### config.mk
export PLATFORM = sky130hd
export DESIGN_NAME = pix_serializer
export DESIGN_NICKNAME = d
export VERILOG_FILES = /design/src/rtl/pxs_pkg.sv /design/src/rtl/pxs_shreg.sv /design/src/rtl/pxs_select.sv /design/src/rtl/pix_serializer.sv
export SDC_FILE = /design/constraint.sdc
export NUM_CORES = 1
export LEC_CHECK = 0
export BUFFER_PORTS_ARGS = -buffer_cell sky130_fd_sc_hd__buf_2
export CAP_MARGIN = 20
export CORE_MARGIN = 5
export CORE_UTILIZATION = 40
export DETAILED_ROUTE_END_ITERATION = 8
export GPL_ROUTABILITY_DRIVEN = 0
export PLACE_DENSITY_LB_ADDON = 0.3
export SLEW_MARGIN = 15
export SYNTH_ARGS = -nofsm -noshare
export SYNTH_HDL_FRONTEND = slang
export SYNTH_SLANG_ARGS = --single-unit
### constraint.sdc
create_clock -name clk -period 2.25 [get_ports clk]
set_input_delay 0.45 -clock clk [delete_from_list [all_inputs] [get_ports clk]]
set_output_delay 0.45 -clock clk [all_outputs]
set_load 0.01 [all_outputs]
### src/rtl/pxs_pkg.sv
package pxs_pkg;
  localparam int BYTE_W  = 8;
  localparam int DEPTH_W = 2;

  typedef enum logic [DEPTH_W-1:0] {
    PXS_1B = 2'd0,
    PXS_2B = 2'd1,
    PXS_4B = 2'd2,
    PXS_8B = 2'd3
  } pxs_depth_e;

  // leading group of the held byte, zero-extended to a full index
  function automatic logic [BYTE_W-1:0] head_group(input logic [BYTE_W-1:0] s,
                                                   input pxs_depth_e d);
    logic [BYTE_W-1:0] r;
    r = '0;
    case (d)
      PXS_1B: r[0]   = s[BYTE_W-1];
      PXS_2B: r[1:0] = s[BYTE_W-1 -: 2];
      PXS_4B: r[3:0] = s[BYTE_W-1 -: 4];
      default: r     = s;
    endcase
    return r;
  endfunction

  // held byte after one pixel has been consumed
  function automatic logic [BYTE_W-1:0] drop_group(input logic [BYTE_W-1:0] s,
                                                   input pxs_depth_e d);
    logic [BYTE_W-1:0] r;
    case (d)
      PXS_1B: r = {s[BYTE_W-2:0], 1'b0};
      PXS_2B: r = {s[BYTE_W-3:0], 2'b00};
      PXS_4B: r = {s[BYTE_W-5:0], 4'b0000};
      default: r = '0;
    endcase
    return r;
  endfunction
endpackage

### src/rtl/pxs_shreg.sv
module pxs_shreg
  import pxs_pkg::*;
(
  input  logic              clk,
  input  logic              rst_n,
  input  logic              load_i,
  input  logic [BYTE_W-1:0] data_i,
  input  logic [DEPTH_W-1:0] mode_i,
  input  logic              adv_i,
  output logic [BYTE_W-1:0] sreg_o,
  output pxs_depth_e        depth_o,
  output logic              load_evt_o,
  output logic              shift_evt_o
);
  logic [BYTE_W-1:0] sreg_q;
  pxs_depth_e        depth_q;

  assign load_evt_o  = load_i;
  assign shift_evt_o = adv_i & ~load_i;

  always_ff @(posedge clk) begin
    if (!rst_n) begin
      sreg_q  <= '0;
      depth_q <= PXS_1B;
    end else if (load_evt_o) begin
      sreg_q  <= data_i;
      depth_q <= pxs_depth_e'(mode_i);
    end else if (shift_evt_o) begin
      sreg_q  <= drop_group(sreg_q, depth_q);
    end
  end

  assign sreg_o  = sreg_q;
  assign depth_o = depth_q;
endmodule

### src/rtl/pxs_select.sv
module pxs_select
  import pxs_pkg::*;
(
  input  logic [BYTE_W-1:0] sreg_i,
  input  pxs_depth_e        depth_i,
  input  logic              de_i,
  output logic [BYTE_W-1:0] index_o
);
  logic [BYTE_W-1:0] group_w;

  always_comb begin
    group_w = head_group(sreg_i, depth_i);
    index_o = de_i ? group_w : '0;
  end
endmodule

### src/rtl/pix_serializer.sv
module pix_serializer
  import pxs_pkg::*;
(
  input  logic              clk,
  input  logic              rst_n,
  input  logic              load_i,
  input  logic [7:0]        data_i,
  input  logic [1:0]        mode_i,
  input  logic              adv_i,
  input  logic              de_i,
  output logic [7:0]        index_o
);
  logic [BYTE_W-1:0] sreg_w;
  pxs_depth_e        depth_w;
  logic              load_evt;
  logic              shift_evt;

  pxs_shreg u_shreg (
    .clk        (clk),
    .rst_n      (rst_n),
    .load_i     (load_i),
    .data_i     (data_i),
    .mode_i     (mode_i),
    .adv_i      (adv_i),
    .sreg_o     (sreg_w),
    .depth_o    (depth_w),
    .load_evt_o (load_evt),
    .shift_evt_o(shift_evt)
  );

  pxs_select u_select (
    .sreg_i (sreg_w),
    .depth_i(depth_w),
    .de_i   (de_i),
    .index_o(index_o)
  );
endmodule

* After elaboration in Yosys (flattened, before gate mapping) *
Cells that the tools add are included.

storage, ports and cells
  RAM bits = 0
  latch bits = 0
  output and inout port bits = 8
  ROM bits = 0
  word-level logic and storage cells = 18
  register bits = 10
  memories = 0
  input port bits = 15

cells by class
  multiplexer cells = 8
  equal/unequal tests = 2
  reduce and logical (&&, ||, !) cells = 4
  bitwise logic cells = 2
  add/subtract/negate cells = 0
  shift operators = 0
  multiply operators = 0
  divide/modulo/power cells = 0
  order comparisons = 0

operators with widths
  operator                                             count
  two-way mux 8 bit                                    3
  case mux 8 bit (3 select lines)                      1
  case mux 1 bit (3 select lines)                      2
  two-way mux 4 bit                                    1
  case mux 2 bit (2 select lines)                      1
  OR reduction 3 bit                                   1
  equality test 2 x 1 -> 1 bit, second input constant  1
  equality test 2 bit, second input constant           1
  zero test 2 bit                                      1
  nonzero test 2 bit                                   1
  OR reduction 2 bit                                   1
  bitwise AND 1 bit                                    1
  inverter 1 bit                                       1

* Longest topological paths before layout *
  word-level depth = 4
  gate-level depth with buffers = 5
  gate-level depth less buffers = 3

* Cells and area by module *
Synthesis repeated with hierarchy kept, for this count alone.

unflattened totals
  cells, all modules = 85
  area total of the unflattened synthesis = 732.0 µm²

modules (own cells, without submodules)
  module      cells each  seq. area each (µm²)  area each (µm²)  instances
  pxs_shreg   68          200.2                 608.1            1
  pxs_select  17          0.0                   123.9            1

* Least setup slack after synthesis *
OpenSTA, ideal clock, no wires.

  kind = register to output
  start = reg u_shreg.depth_q[0] (netlist: u_shreg.depth_o[0])
  end = out index_o[0]
  cell stages (with the launch flop) = 3
  setup slack = 0.749 ns
  data arrival time = 1.051 ns
  path buffers = 0
  path through = dfxtp_1 mux4_1 and2_1

on the way
  cells in the longest elaborated chain, start to end = 3
  elaborated cells between the ends (all ways) = 5

RTL lines
  element                                            RTL line              source
  start, declared                                    pxs_shreg.sv:16       pxs_depth_e depth_q;
  start signal, assigned                             pxs_shreg.sv:27       depth_q <= pxs_depth_e'(mode_i);
  equality test 2 bit, or another cell as far along  pxs_pkg.sv:17         case (d)
  case mux 1 bit (3 select lines) *                  pxs_pkg.sv:17
  two-way mux 8 bit *                                pxs_select.sv:13      index_o = de_i ? group_w : '0;
  end, declared                                      pix_serializer.sv:11  output logic [7:0] index_o

Every way passes the cells marked *; elsewhere a longest branch is shown, timed or not.

* Worst setup path in the final report *
  start = reg u_shreg.depth_q[1] (netlist: u_shreg.depth_o[1])
  end = out index_o[0]

Same word-level chain as after synthesis.

==> out/metrics.yaml <==
timing:
  fmax_mhz: 518
  final-setup-viol-count: 0
  timing.hold.ws_ns: 0.412
  finClkSkew_ns: 0.00480
  timing.slew.headroom_pct: 70.9
  final_hold_viol_count: 0
  fin_crit_sh_pct: 85.8
  period_minus_slack_ns: 1.93
  worstMarginPinSlew_ns: 0.436
  rsz0062_at_grt: "false"
  finalSetupTns_ns: 0
  slew_violations: 0
power_and_ir_drop:
  p_switching_uw: 112
  p_leak_uw: 0.000378
  p_seq_share_pct: 50.7
  intPower_uw: 291
  irDropWorstVdd_mv: 0.280
  p_comb_share_pct: 19.8
  switching_share_pct: 27.7
  pwr_density_cell_nw_per_um2: 501
  clkPwrFrac_pct: 29.5
worst_setup_path:
  cpMaxStageDelayCell: "dfxtp_1"
  critPathArrivalTime_ns: 1.48
  crit_chain: "mux4_1 -> and2_1 -> buf_2"
  required_ns: 1.80
  start_kind: "flip-flop"
  slowest_delay_ns: 0.59
  crit_buf_inv: 1
  endpoint_kind: "output pin"
  crit_family: "flip-flops"
  cp_max_fo: 15
  critPathKind: "flip-flop to output pin"
logic_synthesis:
  yosysSeqAreaShare_pct: 29.0
  synth_area_um2: 691
  synth.avg_cell_area_um2: 8.42
  synth_top_area_share_pct: 29.0
  synth_top_cell_by_area: "dfxtp_1"
  ys_ff_latch: 10
  syn_inst: 82
  yosys_warnings: 0
  synth-edff-count: 0
  syn_nets: 97
  yosysMostFrequentCell: "a21oi_1"
  async_flop_share_pct: 0
  yosysUniqueCellTypes: 28
  synth_commonest_cells: "a21oi_1, dfxtp_1, nand2b_1, nor3b_1"
  synth-main-ff-cell: "dfxtp_1"
  ys_top_cells_by_area: "dfxtp_1, nand2b_1, a21oi_1"
cts:
  cts_buffers: 3
  clock-sinks: 10
  clkSlewWorstSetupHoldPaths_ns: 0.06
  cts_tree: "built"
  ctsHoldBuffers: 0
  worstSkewPairLatency_ns: 0.26
  htreeDepth: 1
  cts_root_buffer: "clkbuf_4"
  ctsResizeCount: 0
  clk_path_buf_depth: 2
  postCtsSetupRepairBufs: 0
detailed_routing:
  avgRoutedWirePerCell_um: 13.6
  drc: 0
  ant_nets: 0
  routed_wl_um: 1610
  dr.pass1.iters: 2
  num_vias: 660
  drt_iter0_markers: 10
  via_per_inst: 5.55
global_route:
  overflow: 0
  grt_use_total_pct: 12.4
  first_global_vias: 543
  grt_max_degree: 20
  grt_pass1_wl_um: 2470
  antenna_found_initial: 0
run_status:
  status: "finished clean"
floorplan:
  die_area_um2: 2660
  initial_utilization_pct: 40.9
  die_width_um: 51.6
  die-height_um: 51.6
  rows: 15
  core_area_um2: 1690
  ios: 23
finish:
  fin_util_pct: 47.6
  nets: 119
  layout.cells.non_filler: 119
  syn_to_final_growth_pct: 16.3
  drive_above_1_share_pct: 26.5
  antenna_cells: 0
min_path:
  hold_class: "input pin to flip-flop"
placement:
  io_buffers: 22
  post-dp-hpwl_um: 1210
  dp_cells: 116
job:
  maxCapViolCount: 0
cells in the final DEF (no fill, tap or decap), drive strengths merged:
| master | Yosys | layout |
|---|---|---|
| o221ai | 1 | 1 |
| o2bb2ai | 1 | 1 |
| a21oi | 11 | 11 |
| nand2b | 9 | 9 |
| mux4 | 1 | 1 |
| o211a | 1 | 1 |
| nor2b | 3 | 3 |
| nand2 | 4 | 4 |
| and2 | 4 | 4 |
| a21o | 1 | 1 |
| a31oi | 1 | 1 |
| inv | 3 | 3 |
| dfxtp | 10 | 10 |
| a221o | 2 | 2 |
| a211oi | 1 | 1 |
| nor3b | 5 | 5 |
| nand3b | 2 | 2 |
| o21ai | 3 | 3 |
| mux2i | 3 | 3 |
| o22ai | 1 | 1 |
| nor2 | 4 | 4 |
| clkbuf | 0 | 3 |
| and3 | 3 | 3 |
| o311a | 2 | 2 |
| buf | 6 | 23 |
registers in the layout, summed over array words and instances, names as in the netlist:
| signal | cells |
|---|---|
| u_shreg.sreg_o | 8 |
| u_shreg.depth_o | 2 |
layer usage:
| layer | vias up | global-route usage, % | part of all wire [%] |
|---|---|---|---|
| met1 | 306 | 17.3 | 48 |
| met5 | - | 0 | 0 |
| met3 | 0 | 2.58 | 5.8 |
| met2 | 15 | 18.4 | 46 |
| met4 | 0 | 5.24 | 0 |
| li1 | 339 | - | - |
per-stage QoR:
stage               cell area (um2)  setup WS (ns)  total power, uW
floorplan                       691          0.749              265
global placement                781          0.635              285
detailed placement              781          0.608              288
CTS                             803          0.306              411
global route                    803          0.206              434
finish                          803          0.319              403
final timing paths:
kind / startpoint / endpoint / slack, ns / depth (start not counted)
min: data_i[1] / u_shreg.sreg_o[1] / 0.41 / 2
max: u_shreg.depth_o[1] / index_o[0] / 0.32 / 3
max reg2reg: u_shreg.depth_o[1] / u_shreg.sreg_o[2] / 0.97 / 3
min reg2reg: u_shreg.sreg_o[3] / u_shreg.sreg_o[5] / 0.64 / 2
kinds of logic after synthesis:
kind of cell	share of synthesized area, %
DFF	29.0
buffers and inverters	8.69
muxes	8.15
and+or+nand+nor	30.3
AOI/OAI and AO/OA	23.9
cell type report:
cell class / instances / area, um2
clock buffer: 3 / 22.5
tap: 17 / 21.3
sequential: 10 / 200
multi-input combinational: 63 / 430
inverter: 3 / 11.3
timing repair buffer: 23 / 118
fill: 180 / 886
power by group through the flow:
stage                     sequential, uW  combinational [uW]  clock [uW]
after detailed placement             208                79.9           0
final                                204                79.7         119
after CTS                            204                80.2         127
after floorplan                      201                64.1           0
after global placement               207                77.8           0
after global routing                 206                88.0         139
No activity file was read; power rests on OpenSTA's default activity.
